File: config.mk
export PLATFORM = sky130hd
export DESIGN_NAME = pwr_mode_ctrl
export DESIGN_NICKNAME = d
export VERILOG_FILES = /design/src/rtl/pmc_pkg.sv /design/src/rtl/pmc_wake_qual.sv /design/src/rtl/pmc_settle_timer.sv /design/src/rtl/pmc_mode_fsm.sv /design/src/rtl/pwr_mode_ctrl.sv
export SDC_FILE = /design/constraint.sdc
export NUM_CORES = 1
export LEC_CHECK = 0
export BUFFER_PORTS_ARGS = -buffer_cell sky130_fd_sc_hd__clkbuf_2
export CAP_MARGIN = 20
export CORE_MARGIN = 3
export CORE_UTILIZATION = 50
export CTS_BUF_LIST = sky130_fd_sc_hd__clkbuf_8
export CTS_CLUSTER_SIZE = 16
export DETAILED_ROUTE_END_ITERATION = 12
export GPL_TIMING_DRIVEN = 0
export HOLD_SLACK_MARGIN = 0.05
export PLACE_DENSITY = 0.75
export SLEW_MARGIN = 10
export SYNTH_ARGS = -nofsm -noshare
export SYNTH_HDL_FRONTEND = slang
export SYNTH_SLANG_ARGS = --single-unit
File: constraint.sdc
create_clock -name clk -period 2.2 [get_ports clk]
set_clock_uncertainty 0.2 [all_clocks]
set_input_delay 0.11 -clock clk [delete_from_list [all_inputs] [get_ports clk]]
set_output_delay 0.11 -clock clk [all_outputs]
set_load 0.05 [all_outputs]
File: src/rtl/pmc_pkg.sv
package pmc_pkg;

  typedef enum logic [2:0] {
    PM_ACTIVE  = 3'd0,
    PM_SLEEP   = 3'd1,
    PM_SWSBY   = 3'd2,
    PM_SETTLE  = 3'd3,
    PM_RSTHOLD = 3'd4,
    PM_HWSBY   = 3'd5
  } pm_state_e;

  typedef struct packed {
    logic cpu_clk_en;
    logic per_clk_en;
    logic osc_en;
    logic per_rst;
  } pm_ctl_t;

  function automatic pm_ctl_t ctl_of(input pm_state_e s);
    pm_ctl_t c;
    case (s)
      PM_ACTIVE:  c = '{cpu_clk_en: 1'b1, per_clk_en: 1'b1, osc_en: 1'b1, per_rst: 1'b0};
      PM_SLEEP:   c = '{cpu_clk_en: 1'b0, per_clk_en: 1'b1, osc_en: 1'b1, per_rst: 1'b0};
      PM_SETTLE:  c = '{cpu_clk_en: 1'b0, per_clk_en: 1'b0, osc_en: 1'b1, per_rst: 1'b1};
      PM_RSTHOLD: c = '{cpu_clk_en: 1'b0, per_clk_en: 1'b0, osc_en: 1'b1, per_rst: 1'b1};
      default:    c = '{cpu_clk_en: 1'b0, per_clk_en: 1'b0, osc_en: 1'b0, per_rst: 1'b1};
    endcase
    return c;
  endfunction

endpackage

File: src/rtl/pmc_wake_qual.sv
module pmc_wake_qual #(
  parameter int N_SRC = 4,
  parameter int N_EXT = 3
) (
  input  logic [N_SRC-1:0] per_irq,
  input  logic [N_SRC-1:0] per_ien,
  input  logic [N_EXT-1:0] ext_irq,
  input  logic             nmi,
  input  logic             mask_lat,
  output logic             sleep_wake,
  output logic             sby_wake
);

  logic [N_SRC-1:0] per_hit;

  genvar g;
  generate
    for (g = 0; g < N_SRC; g++) begin : g_src
      assign per_hit[g] = per_irq[g] & per_ien[g];
    end
  endgenerate

  logic maskable_req;
  assign maskable_req = (|per_hit) | (|ext_irq);

  // light sleep: any enabled source unless masked; nmi always
  assign sleep_wake = nmi | (~mask_lat & maskable_req);
  // deep standby: only nmi and external lines
  assign sby_wake   = nmi | (|ext_irq);

endmodule

File: src/rtl/pmc_settle_timer.sv
module pmc_settle_timer #(
  parameter int SEL_W           = 3,
  parameter int SETTLE_BASE_LOG2 = 13,
  parameter int MAX_CODE        = 4
) (
  input  logic             clk,
  input  logic             rst,
  input  logic             load,
  input  logic             run,
  input  logic [SEL_W-1:0] sel,
  output logic             done
);

  localparam int CNT_W = SETTLE_BASE_LOG2 + MAX_CODE + 1;

  logic [CNT_W-1:0] cnt;

  function automatic logic [CNT_W-1:0] span(input logic [SEL_W-1:0] c);
    int e;
    e = (int'(c) > MAX_CODE) ? MAX_CODE : int'(c);
    return (CNT_W'(1) << (SETTLE_BASE_LOG2 + e)) - CNT_W'(1);
  endfunction

  always_ff @(posedge clk) begin
    if (rst) begin
      cnt <= '0;
    end else if (load) begin
      cnt <= span(sel);
    end else if (run && cnt != '0) begin
      cnt <= cnt - CNT_W'(1);
    end
  end

  assign done = (cnt == '0);

  AST_CNT_STEP: assert property (@(posedge clk) disable iff (rst)
    (run && !load && cnt != '0) |=> (cnt == $past(cnt) - CNT_W'(1)));

endmodule

File: src/rtl/pmc_mode_fsm.sv
module pmc_mode_fsm
  import pmc_pkg::*;
(
  input  logic clk,
  input  logic rst,
  input  logic sleep_req,
  input  logic sby_sel,
  input  logic imask,
  input  logic sleep_wake,
  input  logic sby_wake,
  input  logic settle_done,
  input  logic rst_pin_n,
  input  logic sby_pin_n,
  output logic mask_lat,
  output logic settle_load,
  output logic settle_run,
  output logic cpu_clk_en,
  output logic per_clk_en,
  output logic osc_en,
  output logic per_rst,
  output logic rst_exc_start,
  output logic irq_exc_start
);

  pm_state_e state, nxt;
  logic      rst_pulse_d, irq_pulse_d;
  pm_ctl_t   ctl_d;

  always_comb begin
    nxt         = state;
    settle_load = 1'b0;
    rst_pulse_d = 1'b0;
    irq_pulse_d = 1'b0;
    if (!sby_pin_n) begin
      nxt = PM_HWSBY;
    end else if (state == PM_HWSBY) begin
      nxt = PM_RSTHOLD;
    end else if (!rst_pin_n) begin
      nxt = PM_RSTHOLD;
    end else begin
      case (state)
        PM_ACTIVE: if (sleep_req) nxt = sby_sel ? PM_SWSBY : PM_SLEEP;
        PM_SLEEP: if (sleep_wake) begin
          nxt         = PM_ACTIVE;
          irq_pulse_d = 1'b1;
        end
        PM_SWSBY: if (sby_wake) begin
          nxt         = PM_SETTLE;
          settle_load = 1'b1;
        end
        PM_SETTLE: if (settle_done) begin
          nxt         = PM_ACTIVE;
          irq_pulse_d = 1'b1;
        end
        PM_RSTHOLD: begin
          nxt         = PM_ACTIVE;
          rst_pulse_d = 1'b1;
        end
        default: nxt = PM_RSTHOLD;
      endcase
    end
  end

  assign ctl_d      = ctl_of(nxt);
  assign settle_run = (state == PM_SETTLE);

  always_ff @(posedge clk) begin
    if (rst) begin
      state         <= PM_ACTIVE;
      mask_lat      <= 1'b0;
      cpu_clk_en    <= 1'b1;
      per_clk_en    <= 1'b1;
      osc_en        <= 1'b1;
      per_rst       <= 1'b0;
      rst_exc_start <= 1'b0;
      irq_exc_start <= 1'b0;
    end else begin
      state         <= nxt;
      if (state == PM_ACTIVE && sleep_req) mask_lat <= imask;
      cpu_clk_en    <= ctl_d.cpu_clk_en;
      per_clk_en    <= ctl_d.per_clk_en;
      osc_en        <= ctl_d.osc_en;
      per_rst       <= ctl_d.per_rst;
      rst_exc_start <= rst_pulse_d;
      irq_exc_start <= irq_pulse_d;
    end
  end

  AST_RST_PULSE_ONE: assert property (@(posedge clk) disable iff (rst)
    rst_exc_start |=> !rst_exc_start);
  AST_IRQ_PULSE_ONE: assert property (@(posedge clk) disable iff (rst)
    irq_exc_start |=> !irq_exc_start);
  AST_HWSBY_PRIO: assert property (@(posedge clk) disable iff (rst)
    !sby_pin_n |=> (!osc_en && !cpu_clk_en && per_rst));
  AST_RSTPIN_PRIO: assert property (@(posedge clk) disable iff (rst)
    (sby_pin_n && !rst_pin_n) |=> (osc_en && !cpu_clk_en && !irq_exc_start));
  AST_PERRST_NO_CLK: assert property (@(posedge clk) disable iff (rst)
    per_rst |-> (!per_clk_en && !cpu_clk_en));
  AST_SETTLE_HOLDS_RST: assert property (@(posedge clk) disable iff (rst)
    (state == PM_SETTLE) |-> (per_rst && osc_en));

endmodule

File: src/rtl/pwr_mode_ctrl.sv
module pwr_mode_ctrl #(
  parameter int N_SRC            = 4,
  parameter int N_EXT            = 3,
  parameter int SEL_W            = 3,
  parameter int SETTLE_BASE_LOG2 = 13,
  parameter int MAX_CODE         = 4
) (
  input  logic             clk,
  input  logic             rst,
  input  logic             sleep_req,
  input  logic             sby_sel,
  input  logic [SEL_W-1:0] settle_sel,
  input  logic             imask,
  input  logic [N_SRC-1:0] per_irq,
  input  logic [N_SRC-1:0] per_ien,
  input  logic             nmi,
  input  logic [N_EXT-1:0] ext_irq,
  input  logic             rst_pin_n,
  input  logic             sby_pin_n,
  output logic             cpu_clk_en,
  output logic             per_clk_en,
  output logic             osc_en,
  output logic             per_rst,
  output logic             rst_exc_start,
  output logic             irq_exc_start
);

  logic mask_lat, sleep_wake, sby_wake;
  logic settle_load, settle_run, settle_done;

  pmc_wake_qual #(.N_SRC(N_SRC), .N_EXT(N_EXT)) u_wake (
    .per_irq    (per_irq),
    .per_ien    (per_ien),
    .ext_irq    (ext_irq),
    .nmi        (nmi),
    .mask_lat   (mask_lat),
    .sleep_wake (sleep_wake),
    .sby_wake   (sby_wake)
  );

  pmc_settle_timer #(
    .SEL_W(SEL_W), .SETTLE_BASE_LOG2(SETTLE_BASE_LOG2), .MAX_CODE(MAX_CODE)
  ) u_timer (
    .clk  (clk),
    .rst  (rst),
    .load (settle_load),
    .run  (settle_run),
    .sel  (settle_sel),
    .done (settle_done)
  );

  pmc_mode_fsm u_fsm (
    .clk           (clk),
    .rst           (rst),
    .sleep_req     (sleep_req),
    .sby_sel       (sby_sel),
    .imask         (imask),
    .sleep_wake    (sleep_wake),
    .sby_wake      (sby_wake),
    .settle_done   (settle_done),
    .rst_pin_n     (rst_pin_n),
    .sby_pin_n     (sby_pin_n),
    .mask_lat      (mask_lat),
    .settle_load   (settle_load),
    .settle_run    (settle_run),
    .cpu_clk_en    (cpu_clk_en),
    .per_clk_en    (per_clk_en),
    .osc_en        (osc_en),
    .per_rst       (per_rst),
    .rst_exc_start (rst_exc_start),
    .irq_exc_start (irq_exc_start)
  );

endmodule

==> run_summary.xml <==
<?xml version="1.0" encoding="UTF-8"?>
<metrics>
  <group name="cts">
    <metric name="cts.reportedPaths.clkPinSlew" unit="ns">0.11</metric>
    <metric name="htree_levels" unit="">1</metric>
    <metric name="cts_tree" unit="">yes</metric>
    <metric name="root_buffer_cell" unit="">clkbuf_8</metric>
    <metric name="insertion_delay" unit="ns">0.29</metric>
    <metric name="numCtsBuffers" unit="">3</metric>
    <metric name="clkSinkCount" unit="">28</metric>
    <metric name="ctsLongestPathBuffers" unit="">2</metric>
  </group>
  <group name="drt">
    <metric name="wl_per_cell" unit="µm">15.1</metric>
    <metric name="drt-pass1-iter-count" unit="">4</metric>
    <metric name="routed-via-count" unit="">1548</metric>
    <metric name="detailedRoute.firstIterationViolations" unit="">105</metric>
    <metric name="detail_routed_via_count_per_cell" unit="">5.75</metric>
    <metric name="remaining_routing_drc_violations" unit="">0</metric>
    <metric name="route.final.wire_length" unit="mm">4.07</metric>
    <metric name="route.antenna.remaining_nets" unit="">0</metric>
  </group>
  <group name="worst_setup_path">
    <metric name="timing.reg2reg.worst_path_depth" unit="">5</metric>
    <metric name="arrival_time_of_the_worst_setup_path" unit="ns">2.12</metric>
    <metric name="type_of_element_capturing_the_critical_path" unit="">register</metric>
    <metric name="r2r-end" unit="">u_timer.cnt[1]$_SDFFE_PP0P_</metric>
    <metric name="critPathRequiredTime" unit="ns">2.21</metric>
    <metric name="timing.rr.start" unit="">u_timer.cnt[2]$_SDFFE_PP0P_</metric>
    <metric name="regToRegSetupSlack" unit="ns">0.09</metric>
    <metric name="path_class" unit="">reg2reg</metric>
    <metric name="worstSetupStartpointType" unit="">register</metric>
    <metric name="path_max_fanout" unit="">6</metric>
  </group>
  <group name="final_layout">
    <metric name="drive_above_1_share" unit="%">30.2</metric>
    <metric name="finalNonFillerCells" unit="">269</metric>
    <metric name="layout.nets" unit="">250</metric>
    <metric name="area_growth" unit="%">26.6</metric>
    <metric name="finalCoreUtilization" unit="%">66.7</metric>
    <metric name="num_antenna_cells" unit="">0</metric>
  </group>
  <group name="timing">
    <metric name="clock.fmax" unit="MHz">474</metric>
    <metric name="report.final.setup_viol" unit="">0</metric>
    <metric name="layout_worst_path_cycle_share" unit="%">95.9</metric>
    <metric name="report.final.hold_viol_count" unit="">0</metric>
    <metric name="maxSlewHeadroom" unit="%">63.1</metric>
    <metric name="fin_setup_tns" unit="ns">0</metric>
    <metric name="final_critical_path_setup_slack" unit="ns">0.0908</metric>
    <metric name="worst_pin_slew" unit="ns">0.553</metric>
    <metric name="finalWorstPathRequiredPeriod" unit="ns">2.11</metric>
    <metric name="report.final.slew_viol_count" unit="">0</metric>
  </group>
  <group name="global_route">
    <metric name="grt_first_pass_wirelength" unit="mm">6.80</metric>
    <metric name="global_route.overflow_total" unit="">0</metric>
    <metric name="grt_antenna_before_repair" unit="">0</metric>
    <metric name="grt_use_total" unit="%">21.3</metric>
    <metric name="first_global_vias" unit="">1508</metric>
    <metric name="grt_max_degree" unit="">17</metric>
  </group>
  <group name="placed_design">
    <metric name="number_of_port_buffers" unit="">26</metric>
    <metric name="detailed_place_hpwl" unit="mm">2.81</metric>
    <metric name="gpl.final_weighted_congestion" unit="">0.908</metric>
    <metric name="preCtsSetupSlack" unit="ns">-0.276</metric>
    <metric name="placedCellCount" unit="">253</metric>
  </group>
  <group name="floorplanning">
    <metric name="initial_standard_cell_utilization_of_the_core" unit="%">52.7</metric>
    <metric name="top_level_ports" unit="">28</metric>
    <metric name="floorplan.die_area" unit="µm²">3960</metric>
    <metric name="fp.dieW" unit="µm">63.0</metric>
    <metric name="floorplan.rows" unit="">20</metric>
    <metric name="die_outline_height" unit="µm">63.0</metric>
    <metric name="floorplan.core_area" unit="µm²">3080</metric>
  </group>
  <group name="pwr">
    <metric name="fin_total_pwr" unit="mW">1.07</metric>
    <metric name="vdd_drop_max" unit="µV">280</metric>
    <metric name="p_leak" unit="nW">0.790</metric>
    <metric name="power_density" unit="nW/µm²">523</metric>
  </group>
  <group name="logic_synthesis">
    <metric name="synth-main-ff-cell" unit="">dfxtp_1</metric>
    <metric name="synth_seq_area_share" unit="%">34.6</metric>
    <metric name="postSynthNetCount" unit="">207</metric>
    <metric name="mappedNetlistArea" unit="µm²">1620</metric>
    <metric name="synth_largest_area_cell" unit="">dfxtp_1</metric>
    <metric name="most_area_consuming_cells_after_synthesis" unit="">dfxtp_1 (35%), xor2_1 (5.9%), a21oi_1 (4.9%)</metric>
    <metric name="ys_seq_elements" unit="">28</metric>
    <metric name="avgSynthCellArea" unit="µm²">8.86</metric>
    <metric name="synth.cells.most_frequent" unit="">dfxtp_1 (28), a21oi_1 (16), nor3_1 (13)</metric>
    <metric name="ys_async_sr_fraction" unit="%">0</metric>
    <metric name="postSynthCellCount" unit="">183</metric>
    <metric name="post-synth-top-count-cell" unit="">dfxtp_1</metric>
    <metric name="synth.lib_cells_used.distinct" unit="">51</metric>
    <metric name="synth_edf_count" unit="">0</metric>
    <metric name="synth_largest_type_area_fraction" unit="%">34.6</metric>
    <metric name="yosysWarningCount" unit="">0</metric>
  </group>
  <group name="job">
    <metric name="max-cap-violations" unit="">0</metric>
  </group>
  <group name="min_path">
    <metric name="holdCritPathClass" unit="">in2reg</metric>
    <metric name="number_of_cells_on_the_worst_hold_path" unit="">2</metric>
    <metric name="worst_hold_path.endpoint" unit="">u_fsm.cpu_clk_en$_SDFF_PP1_</metric>
    <metric name="worst_hold_start" unit="">rst</metric>
  </group>
  <group name="run_status">
    <metric name="run_status" unit="">completed</metric>
  </group>
</metrics>
==> stage by stage <==
step | cell area, µm² | hold slack [ns]
after floorplan | 1620 | 0.00191
after global routing | 2050 | 0.0802
after detailed placement | 1810 | 0.142
final | 2050 | 0.0493
after global placement | 1810 | 0.147
after CTS | 1990 | 0.0553
==> how the worst max path moves through the flow <==
stage	startpoint	slack (ns)	end
finish	u_timer.cnt[2]$_SDFFE_PP0P_	0.09	u_timer.cnt[1]$_SDFFE_PP0P_
CTS	u_timer.cnt[0]$_SDFFE_PP0P_	0.004	u_timer.cnt[6]$_SDFFE_PP0P_
global placement	u_timer.cnt[0]$_SDFFE_PP0P_	-0.20	u_timer.cnt[1]$_SDFFE_PP0P_
floorplan	u_timer.cnt[0]$_SDFFE_PP0P_	0.06	u_timer.cnt[1]$_SDFFE_PP0P_
global route	u_timer.cnt[1]$_SDFFE_PP0P_	-0.006	u_timer.cnt[4]$_SDFFE_PP0P_
detailed placement	u_timer.cnt[0]$_SDFFE_PP0P_	-0.28	u_timer.cnt[1]$_SDFFE_PP0P_
==> flip-flops by register name (all words and copies together), names as in the netlist <==
name and count:
u_fsm.mask_lat 1, u_fsm.osc_en 1, u_fsm.rst_exc_start 1, u_fsm.cpu_clk_en 1, u_fsm.irq_exc_start 1, u_fsm.state 3, u_timer.cnt 18, u_fsm.per_clk_en 1
u_fsm.per_rst 1
==> worst max-delay path: stages (launching register included) <==
cell	delay [ns]
dfxtp_1	0.37
nor3_2	0.45
nand2_2	0.24
o21ai_4	0.21
mux2_2	0.35
a211oi_1	0.21
==> layout make-up <==
type / count / area (µm²)
Multi-Input combinational cell: 139 / 1070
Fill cell: 275 / 1020
Sequential cell: 28 / 561
Timing Repair Buffer: 38 / 233
Tap cell: 44 / 55.1
Clock buffer: 3 / 41.3
Buffer: 9 / 38.8
Clock inverter: 1 / 30.0
Inverter: 7 / 26.3
==> layer usage <==
metal	track usage [%]	share of wire, %	wire length (µm)	vias up
li1	-	-	-	760
met2	36.8	48	1970	48
met5	0	0	0	-
met1	26.6	45	1840	735
met3	3.24	4.9	200	5
met4	7.71	1.3	51	0
==> power by group <==
group / total [mW] / switching, mW / internal, mW
sequential: 0.522 / 0.00560 / 0.517
clock: 0.421 / 0.177 / 0.244
combinational: 0.130 / 0.0783 / 0.0521
==> what timing repair did <==
item                                    CTS  global route
hold buffers                              5             0
gates resized for setup                   7             6
pin swaps                                 0             3
setup buffers                             3             4
endpoints found under the setup margin   19            17
hold endpoints to repair                 10             0
==> logic make-up (layout without fill, tap and decap cells) <==
kind of cell             Yosys count  count (layout)  share of synthesized area, %
buffers and inverters             16              58                          4.01
adder cells (fa/ha/maj)            2               2                          1.54
flip-flops                        28              28                          34.6
XOR/XNOR                          18              18                          9.72
multiplexers                       2               2                          1.31
AO/OA/AOI/OAI                     44              44                          18.9
AND/OR/NAND/NOR                   73              73                          29.9
==> layout by cell type (no fill, tap or decap), drive strengths merged, types with 2 or more instances in the layout <==
cell type	netlist	routed
nor4b	3	3
a22oi	2	2
a211oi	6	6
xor2	11	11
and3	2	2
and2	3	3
dfxtp	28	28
o211ai	2	2
nand2b	2	2
a21oi	16	16
nand4b	2	2
clkbuf	4	33
nor2	11	11
dlygate4sd3	0	5
or3	3	3
buf	5	12
nand3b	2	2
ha	2	2
nand4	3	3
o31ai	2	2
or2	2	2
o21ai	4	4
a21o	3	3
xnor2	7	7
nor3	14	14
or4	2	2
nand3	8	8
nand2	6	6
nor4	7	7
inv	7	7
a31o	2	2
(Power assumes the default switching activity.)
